### config.mk
export PLATFORM = sky130hd
export DESIGN_NAME = fu_hold_pipe
export DESIGN_NICKNAME = d
export VERILOG_FILES = /design/src/rtl/fu_hold_pipe.sv
export SDC_FILE = /design/constraint.sdc
export NUM_CORES = 1
export LEC_CHECK = 0
export BUFFER_PORTS_ARGS = -buffer_cell sky130_fd_sc_hd__buf_2
export CAP_MARGIN = 20
export CORE_ASPECT_RATIO = 1.2
export CORE_MARGIN = 8
export CORE_UTILIZATION = 52
export DETAILED_ROUTE_END_ITERATION = 12
export PLACE_DENSITY_LB_ADDON = 0.05
export SYNTH_ARGS = -nofsm -noshare
export SYNTH_HDL_FRONTEND = slang
export SYNTH_SLANG_ARGS = --single-unit
export TNS_END_PERCENT = 50
### constraint.sdc
create_clock -name clk -period 2 [get_ports clk]
set_clock_uncertainty 0.15 [all_clocks]
set_input_delay 0.2 -clock clk [delete_from_list [all_inputs] [get_ports clk]]
set_output_delay 0.2 -clock clk [all_outputs]
set_load 0.05 [all_outputs]
### src/rtl/fu_hold_pipe.sv
module fu_hold_pipe #(
  parameter int LATENCY   = 3,
  parameter int ISSUE_GAP = 2,
  parameter int DATA_W    = 8
) (
  input  logic              clk,
  input  logic              rst_n,
  input  logic              flush,
  input  logic              advance,
  input  logic              push_valid,
  input  logic [DATA_W-1:0] push_data,
  output logic              push_ready,
  output logic              pop_valid,
  output logic [DATA_W-1:0] pop_data,
  input  logic              pop_done,
  output logic              stalled,
  output logic              busy
);
  localparam int LAST = LATENCY - 1;
  localparam int GW   = (ISSUE_GAP > 1) ? $clog2(ISSUE_GAP) : 1;

  logic [LATENCY-1:0] vld;
  logic [DATA_W-1:0]  dat [LATENCY];
  logic [GW-1:0]      gap_q;
  logic               move, take, pop_fire;

  initial assert (LATENCY >= 1 && LATENCY <= 8 && ISSUE_GAP >= 1);

  assign pop_fire   = pop_done && vld[LAST];
  assign stalled    = vld[LAST] && !pop_done;
  assign move       = advance && !stalled;
  assign push_ready = !flush && (gap_q == '0) && (move || !vld[0]);
  assign take       = push_valid && push_ready;
  assign pop_valid  = vld[LAST];
  assign pop_data   = dat[LAST];
  assign busy       = |vld;

  always_ff @(posedge clk or negedge rst_n) begin
    if (!rst_n) begin
      vld <= '0;
      for (int i = 0; i < LATENCY; i++) dat[i] <= '0;
    end else if (flush) begin
      vld <= '0;
      for (int i = 0; i < LATENCY; i++) dat[i] <= '0;
    end else if (move) begin
      for (int i = LAST; i > 0; i--) begin
        vld[i] <= vld[i-1];
        dat[i] <= dat[i-1];
      end
      vld[0] <= take;
      dat[0] <= take ? push_data : '0;
    end else begin
      if (pop_fire) begin
        vld[LAST] <= 1'b0;
        dat[LAST] <= '0;
      end
      if (take) begin
        vld[0] <= 1'b1;
        dat[0] <= push_data;
      end
    end
  end

  always_ff @(posedge clk or negedge rst_n) begin
    if (!rst_n)                     gap_q <= '0;
    else if (flush)                 gap_q <= '0;
    else if (take)                  gap_q <= GW'(ISSUE_GAP - 1);
    else if (gap_q != '0)           gap_q <= gap_q - 1'b1;
  end

  p_hold_r4: assert property (@(posedge clk) disable iff (!rst_n)
    (pop_valid && !pop_done && !flush) |=> (pop_valid && $stable(pop_data)));

  p_bubble_r8: assert property (@(posedge clk) disable iff (!rst_n)
    !pop_valid |-> (pop_data == '0));

  p_flush_r10: assert property (@(posedge clk) disable iff (!rst_n)
    flush |=> !busy);

  p_freeze_r3: assert property (@(posedge clk) disable iff (!rst_n)
    (!advance && !flush && !pop_done && !take) |=> ($stable(vld) && $stable(pop_data)));

  p_ignore_r11: assert property (@(posedge clk) disable iff (!rst_n)
    (pop_done && !pop_valid && !advance && !flush && !take) |=> $stable(vld));

  p_refuse_r6: assert property (@(posedge clk) disable iff (!rst_n)
    (vld[0] && !move) |-> !push_ready);

  p_idle_r9: assert property (@(posedge clk) disable iff (!rst_n)
    (!busy && !take) |=> !busy);

  generate
    if (ISSUE_GAP > 1) begin : g_gap
      p_gap_r7: assert property (@(posedge clk) disable iff (!rst_n)
        take |=> !push_ready);
    end
    if (LATENCY > 1) begin : g_multi
      p_shift_r2: assert property (@(posedge clk) disable iff (!rst_n)
        (move && !flush && vld[0]) |=> vld[1]);
      p_consume_r5: assert property (@(posedge clk) disable iff (!rst_n)
        (pop_fire && !advance && !flush) |=> !pop_valid);
    end
  endgenerate
endmodule

* Word-level counts from Yosys, hierarchy flattened
Index checks and enable logic that the tools add are counted.
** Storage, ports and cells
- Register bits :: 28
- Logic and storage cells :: 40
- Bits of input ports :: 14
** Operators by class
- Add/sub/neg operators :: 1
- Mux-type cells :: 16
- Reduce and logical (&&, ||, !) cells :: 15
- Bitwise logic cells :: 1
** Operator list (number)
- $mux W8 :: 6
- $mux W24 :: 1
- $mux W1 :: 8
- $logic_and A1 B1 Y1 :: 6
- $reduce_bool A3 Y1 :: 2
- $logic_not A1 Y1 :: 4
- $mux W3 :: 1
- $reduce_or A3 Y1 :: 1
- $reduce_bool A2 Y1 :: 1
- $logic_or A1 B1 Y1 :: 1
- $not A1 Y1 :: 1
- $sub A1 B1 Y1 const B :: 1

* Depth between registers and ports, before layout
Gate-level depths: netlist (run 1).
- Word-level depth :: 10
- Depth in mapped cells :: 7

* Worst setup path after synthesis (run 1)
Ideal clock, no wire load.
- Kind :: reg-to-output
- From :: reg vld[2]
- To :: out push_ready
- Required time :: 1650 ps
- Setup slack :: -635 ps
- Data arrival time :: 2285 ps
- Cell stages (with the launch flop) :: 6
- Cell sequence :: dfrtp_1 > nand2b_4 > inv_2 > buf_2 > o21ai_1 > nor3b_1
** On the way
- Cells in the longest elaborated chain, start to end :: 5
** Ends and longest elaborated chain
- start: declaration :: line 22 : logic [LATENCY-1:0] vld;
- start signal: indexed assignment :: line 47 : vld[i] <= vld[i-1];
- $logic_and A1 B1 Y1 :: line 30 : assign stalled = vld[LAST] && !pop_done;
- $logic_not A1 Y1 :: line 31 : assign move = advance && !stalled;
- $logic_and A1 B1 Y1 :: line 31
- $logic_or A1 B1 Y1 :: line 32 : assign push_ready = !flush && (gap_q == '0) && (move || !vld[0]);
- $logic_and A1 B1 Y1 :: line 32
- end: declaration :: line 12 : output logic push_ready,
Every way passes these cells.

* Worst setup path after layout (run 1)
Same ends and word-level chain as after synthesis.

==> reports/results.tsv, run 1 <==
metric	value	unit
status	finished, final reports clean	
area delta synth->final	12.68	%
setup total negative slack	0	ns
WL final	3.064	mm
Hold Violations, Final	0	
gr usage total	13.71	%
worst path arrival time	1.53	ns
pin count of the biggest net entering global routing	38	
CP Capture Type	output port	
most common cell in the netlist	dfrtp_1	
Worst Tran Pin Value	0.7023	ns
Starting Density	54.22	%
Synth cell types	25	
worst min path class	in -> reg	
max_slew headroom	53.18	%
met3 Use GR	2.976	%
RSZ-0062 raised after global routing	no	
post-synthesis sequential area ratio	46.40	%
post-DR vias/cell	5.610	
drt pass-1 iters	4	
CTS root buffer	clkbuf_4	
Avg Inst Size Synth	10.34	um2
Netlist Area Pre-Place	0.001510	mm2
min-delay src	push_valid	
Port Buffers	25	
grt peak-use layer	met2	
core area	0.002785	mm2
buffers and inverters on the worst path	2	
number of enable flip-flop cells after synthesis	0	
slowest stage cell, crit path	dfrtp_1	
Syn Nets	160	
CP required	1.65	ns
Async SR Flop Fraction	100.0	%
finished layout cell area	0.001702	mm2
M2 GR Usage	23.22	%
die area	0.004892	mm2
FP Rows	21	
initial antenna violation count	0	
critical path launch point type	flip-flop	
CTS HTree Levels	1	
maximum clock rate	533.2	MHz
worst r2r dst	dat[22]	
Crit path max-delay family	flip-flops	
placed inst area	0.001587	mm2
max-cap viol count	0	
placed cells	188	
Commonest cells post-synth	dfrtp_1 (28), a21oi_1 (19), buf_4 (11)	
WHS Path Cells	3	
Clock Path Buffers	2	
Min-Delay Endpoint	vld[0]	
Die H	75.04	um
yosys warns	0	
Synth area leaders	dfrtp_1 (46%), o32ai_2 (8.6%), a21oi_1 (6.3%)	
CTS Sinks	28	
register area	700.7	um2
Peak VDD IR	0.3699	mV
first-pass GRT wire length	5.375	mm
# setup viols final	0	
ant diodes	0	
Post-synth top flop	dfrtp_1	
worst reg-to-reg setup slack	0.41	ns
post-CTS setup buffers	0	
Final Max Slew Viols	0	
worst r2r src	vld[2]	
total of fill cells in the finished design	243	
Lkg Pwr	0.7850	nW
via count	1122	
total CTS buffers	3	
worst skew pair latency	0.32	ns
multi-input logic area	650.6	um2
post-synth top area share	46.40	%
DR iter-0 viols	68	
worst-path cell chain	nand2b_4 > inv_2 > o21ai_1 > nor3b_4 > buf_4	
CTS tree	yes	
area leader, netlist	dfrtp_1	
Final nets	182	
Post-Synthesis Cells	146	
PD cells	586.9	mW/mm2
detailed placement HPWL	2.072	mm
Routability Congestion	0.7016	
number of global-route vias before repair	1156	
Post-Layout Cell Count	200	
Worst Setup Path Type	reg -> out	
grt ovf	0	
number of synthesized register bits	28	
die width	65.20	um
fin crit share	93.77	%
Reg2Reg Depth	4	
share of layout cells above drive strength 1	30.72	%
number of top-level pins	26	
crit-path max FO	11	
met1 Use GR	16.67	%
drt wl/cell	15.32	um
crit path time final	1.875	ns
Antenna Nets Post-Route	0	
Clock transition at path regs	0.14	ns
DR DRC count	0	
CP max stage delay	0.43	ns
-- worst reg2reg max path: cells and delay by family, from the launching register on --
kind                   cells  cell delay, ns
buffers and inverters      1            0.06
DFF                        1            0.43
AOI/OAI and AO/OA          2            0.72
and+or+nand+nor            1            0.15
-- stage by stage --
stage	power [mW]	util, %	hold WS [ns]	setup slack (ns)
2_1_floorplan	0.7335	-	-0.2456	0.01955
3_3_place_gp	0.7698	56.96	0.09850	0.3610
3_5_place_dp	0.7729	56.96	0.1027	0.3477
4_1_cts	1.012	61.01	0.03762	0.04917
5_1_grt	1.055	61.10	0.02320	0.02243
6_report	0.9987	61.10	0.04574	0.1245
-- how the worst max path moves through the flow --
stage          slack, ns      from    endpoint  depth (start not counted)
2_1_floorplan       0.02    vld[2]  push_ready                          5
3_3_place_gp        0.36  pop_done  push_ready                          6
3_5_place_dp        0.35  pop_done     dat[21]                          5
4_1_cts             0.05    vld[2]  push_ready                          5
5_1_grt             0.02    vld[2]  push_ready                          5
6_report            0.12    vld[2]  push_ready                          5
-- routing by layer --
layer,routed length [um],part of all wire [%],up-vias
met1,1370,45,532
met5,0,0,-
li1,-,-,551
met4,35,1.1,0
met3,191,6.2,4
met2,1467,48,35
-- report_power, final --
part           internal, mW  switching (mW)
logic                0.0688           0.106
clock network        0.0706           0.153
registers             0.585          0.0153
total                 0.725           0.274
-- cells by family (layout without fill, tap and decap cells) --
| logic type | after synthesis | count (layout) | synth area share [%] |
|---|---|---|---|
| multiplexers | 8 | 8 | 5.303 |
| flip-flops | 28 | 28 | 46.40 |
| buffers and inverters | 31 | 51 | 11.27 |
| AO/OA/AOI/OAI | 47 | 47 | 24.27 |
| AND/OR/NAND/NOR | 32 | 32 | 12.76 |
-- registers in the layout, indices dropped and copies added, names as in the netlist --
name,count
dat,16
vld,3
pop_data,8
gap_q,1
-- repair_timing --
action	4_1_cts	5_1_grt
hold buffers	9	0
gates resized for setup	0	2
endpoints found under the setup margin	0	1
endpoints found under the hold margin	36	0
-- cell type report --
class / count / share of cell area [%]
inverters: 10 / 2.206
clock buffers: 3 / 1.324
repair buffers: 38 / 14.56
flip-flops and latches: 28 / 41.18
well taps: 34 / 2.500
multi-input cells: 87 / 38.24
-- cell usage in the layout (no fill, tap or decap) --
cell            n
buf_4           5
a32oi_1         8
buf_2          24
nor3b_4         1
or3_1           1
or2_0           1
nand2_1         1
dlygate4sd3_1   9
nand2b_4        1
o21ai_1         1
mux2i_1         8
dfrtp_1        28
or2_2           7
o21ai_0         9
a211o_1         1
clkbuf_4        3
o22ai_2         1
nand2b_1        9
a21oi_1        19
o32ai_2         8
nand3_1         9
nor2b_1         1
inv_1           9
inv_2           1
nor2_1          1
Power figures use the tool's default switching activity.
==> inputs of run 2 (changes only) <==
--- a/config.mk
+++ b/config.mk
@@ -10,8 +10,10 @@
 export CORE_ASPECT_RATIO = 1.2
 export CORE_MARGIN = 8
 export CORE_UTILIZATION = 52
+export CTS_CLUSTER_DIAMETER = 100
 export DETAILED_ROUTE_END_ITERATION = 12
-export PLACE_DENSITY_LB_ADDON = 0.05
+export PLACE_DENSITY = 0.81
+export SLEW_MARGIN = 10
 export SYNTH_ARGS = -nofsm -noshare
 export SYNTH_HDL_FRONTEND = slang
 export SYNTH_SLANG_ARGS = --single-unit
==> run 2 against run 1 <==
  * Cell area increased by 1.3%
  * Sequential share of layout area fell by 0.54 points
  * Global-route usage rose by 0.062 points
  * Sequential cell count stayed put
  * Die area did not move
  * Cell count is the same
  * Routed wire length is 2.6% higher
  * Critical path depth is the same
  * Clock power is 65% higher
  * Register-to-register slack worse by 0.02 ns
  * Sequential power hardly changed
  * Critical endpoint unchanged
  * Highest routed layer unchanged
==> reports/results.tsv, run 2 (synthesis gave the netlist of run 1 again) <==
metric	value	unit	change
status	finished, final reports clean		
critical path launch point type	flip-flop		
CP endpoint	push_ready		
gr usage total	13.77	%	+0.062 points
Final Max Slew Viols	0		unchanged
pin count of the biggest net entering global routing	38		unchanged
crit-path max FO	11		unchanged
Routability Congestion	0.7470		+6.5%
RSZ-0062 raised after global routing	no		
Crit. Startpoint	vld[2]		
die area	0.004892	mm2	unchanged
DR DRC count	0		unchanged
register area	700.7	um2	unchanged
slowest stage cell, crit path	dfrtp_1		
initial antenna violation count	0		unchanged
worst skew pair latency	0.33	ns	about the same
number of top-level pins	26		unchanged
fin crit share	94.07	%	+0.29 points
CP required	1.65	ns	about the same
max FFs per register	16		unchanged
share of layout cells above drive strength 1	30.72	%	unchanged
drt wl/cell	15.72	um	+2.6%
CTS HTree Levels	1		unchanged
Clock transition at path regs	0.14	ns	about the same
Int Pwr	855.1	uW	+18%
Clock Path Buffers	2		unchanged
CTS tree	yes		
max_slew headroom	53.75	%	+0.58 points
Worst Setup Path Type	reg -> out		
Starting Density	54.22	%	unchanged
core area	0.002785	mm2	unchanged
post-CTS setup buffers	0		unchanged
CTS root buffer	clkbuf_4		
drt pass-1 iters	4		unchanged
Flop pwr share	52.6	%	-7.5 points
via count	1133		+0.98%
Final nets	181		-0.55%
Lkg Pwr	0.7945	nW	+1.2%
Die H	75.04	um	unchanged
max-cap viol count	0		unchanged
total of fill cells in the finished design	252		+3.7%
commonest non-fill, non-tap cells in the layout	dfrtp_1 (28), buf_2 (24), a21oi_1 (19)		
ant diodes	0		unchanged
total CTS buffers	3		unchanged
FP Rows	21		unchanged
crit path time final	1.881	ns	+0.005852 ns
worst path arrival time	1.53	ns	about the same
number of global-route vias before repair	1214		+5.0%
Worst Tran Pin Value	0.6937	ns	-0.008632 ns
Logic pwr share	15.1	%	-2.4 points
grt ovf	0		unchanged
Reg2Reg Depth	4		unchanged
CP max stage delay	0.43	ns	about the same
DR iter-0 viols	84		+24%
maximum clock rate	531.5	MHz	-0.31%
first-pass GRT wire length	5.451	mm	+1.4%
switching fraction of total power	25.24	%	-2.2 points
Peak VDD IR	0.5020	mV	+36%
Antenna Nets Post-Route	0		unchanged
placed inst area	0.001579	mm2	-0.47%
PD cells	663.4	mW/mm2	+13%
area delta synth->final	14.17	%	
sw power	288.7	uW	+5.4%
post-DR vias/cell	5.665		+0.98%
worst-path cell chain	nand2b_4 > inv_2 > o21ai_1 > nor3b_4 > buf_4		
Clock Power Share	32.4	%	+10 points
setup total negative slack	0	ns	unchanged
commonest non-fill, non-tap cell in the layout	dfrtp_1		
# setup viols final	0		unchanged
worst min path class	in -> reg		
worst reg-to-reg setup slack	0.39	ns	-0.02 ns
detailed placement HPWL	2.152	mm	+3.9%
Hold Violations, Final	0		unchanged
CP Capture Type	output port		
Final Total Pwr	1.144	mW	+15%
finished layout cell area	0.001724	mm2	+1.3%
multi-input logic area	650.6	um2	unchanged
Largest Register	dat		
worst r2r src	vld[2]		
Port Buffers	25		unchanged
CTS Sinks	28		unchanged
die width	65.20	um	unchanged
WL final	3.144	mm	+2.6%
worst r2r dst	dat[23]		
run 2: changes by cell type in the layout (fill, tap and decap cells not counted):
| cell | before | now |
|---|---|---|
| bufinv_16 | 0 | 1 |
| buf_4 | 5 | 4 |
run 2: layer usage:
layer	global-route usage [%]	vias to the layer above	wire length, um
met5	0	-	0
met4	4.854	0	19
met3	3.274	2	183
met2	24.10	24	1561
met1	16.04	554	1380
li1	-	553	-
run 2: metrics by stage:
step                      utilization, %  hold WS [ns]  worst slack [ns]  std cells
after floorplan                        -       -0.2456           0.01955        146
after global placement             56.69       0.08940            0.3633        187
after detailed placement           56.69       0.09639            0.3394        187
after CTS                          61.81       0.05235           0.04432        200
after global routing               61.90       0.06206          0.005266        200
final                              61.90       0.05880            0.1187        200
run 2: worst max-delay path: cells and delay by family (launching register included):
family | cells | cell delay (ns)
flops | 1 | 0.43
simple gates | 2 | 0.34
buf+inv | 2 | 0.29
compound gates | 1 | 0.15
run 2: timing repair:
action	CTS	global route
resized for setup	0	2
hold endpoints to repair	36	0
endpoints found under the setup margin	0	1
hold buffers	9	0
run 2: worst min path at each step:
stage | depth (start not counted) | from | to
6_report | 3 | push_valid | vld[0]
5_1_grt | 3 | push_valid | vld[0]
4_1_cts | 3 | push_valid | vld[0]
3_5_place_dp | 1 | rst_n | pop_data[4]
3_3_place_gp | 1 | rst_n | pop_data[7]
2_1_floorplan | 0 | rst_n | dat[10]
run 2: power by group through the flow:
stage	clock (mW)	combinational [mW]	sequential (mW)
2_1_floorplan	0	0.125	0.609
3_3_place_gp	0	0.154	0.611
3_5_place_dp	0	0.159	0.612
4_1_cts	0.378	0.173	0.601
5_1_grt	0.389	0.189	0.604
6_report	0.370	0.173	0.601
run 2: cell type report:
class | count | share of cell area, %
clock inverter | 1 | 1.742
multi-input combinational | 87 | 37.74
tap | 34 | 2.467
clock buffer | 3 | 1.306
timing repair buffer | 37 | 13.93
sequential | 28 | 40.64
inverter | 10 | 2.177
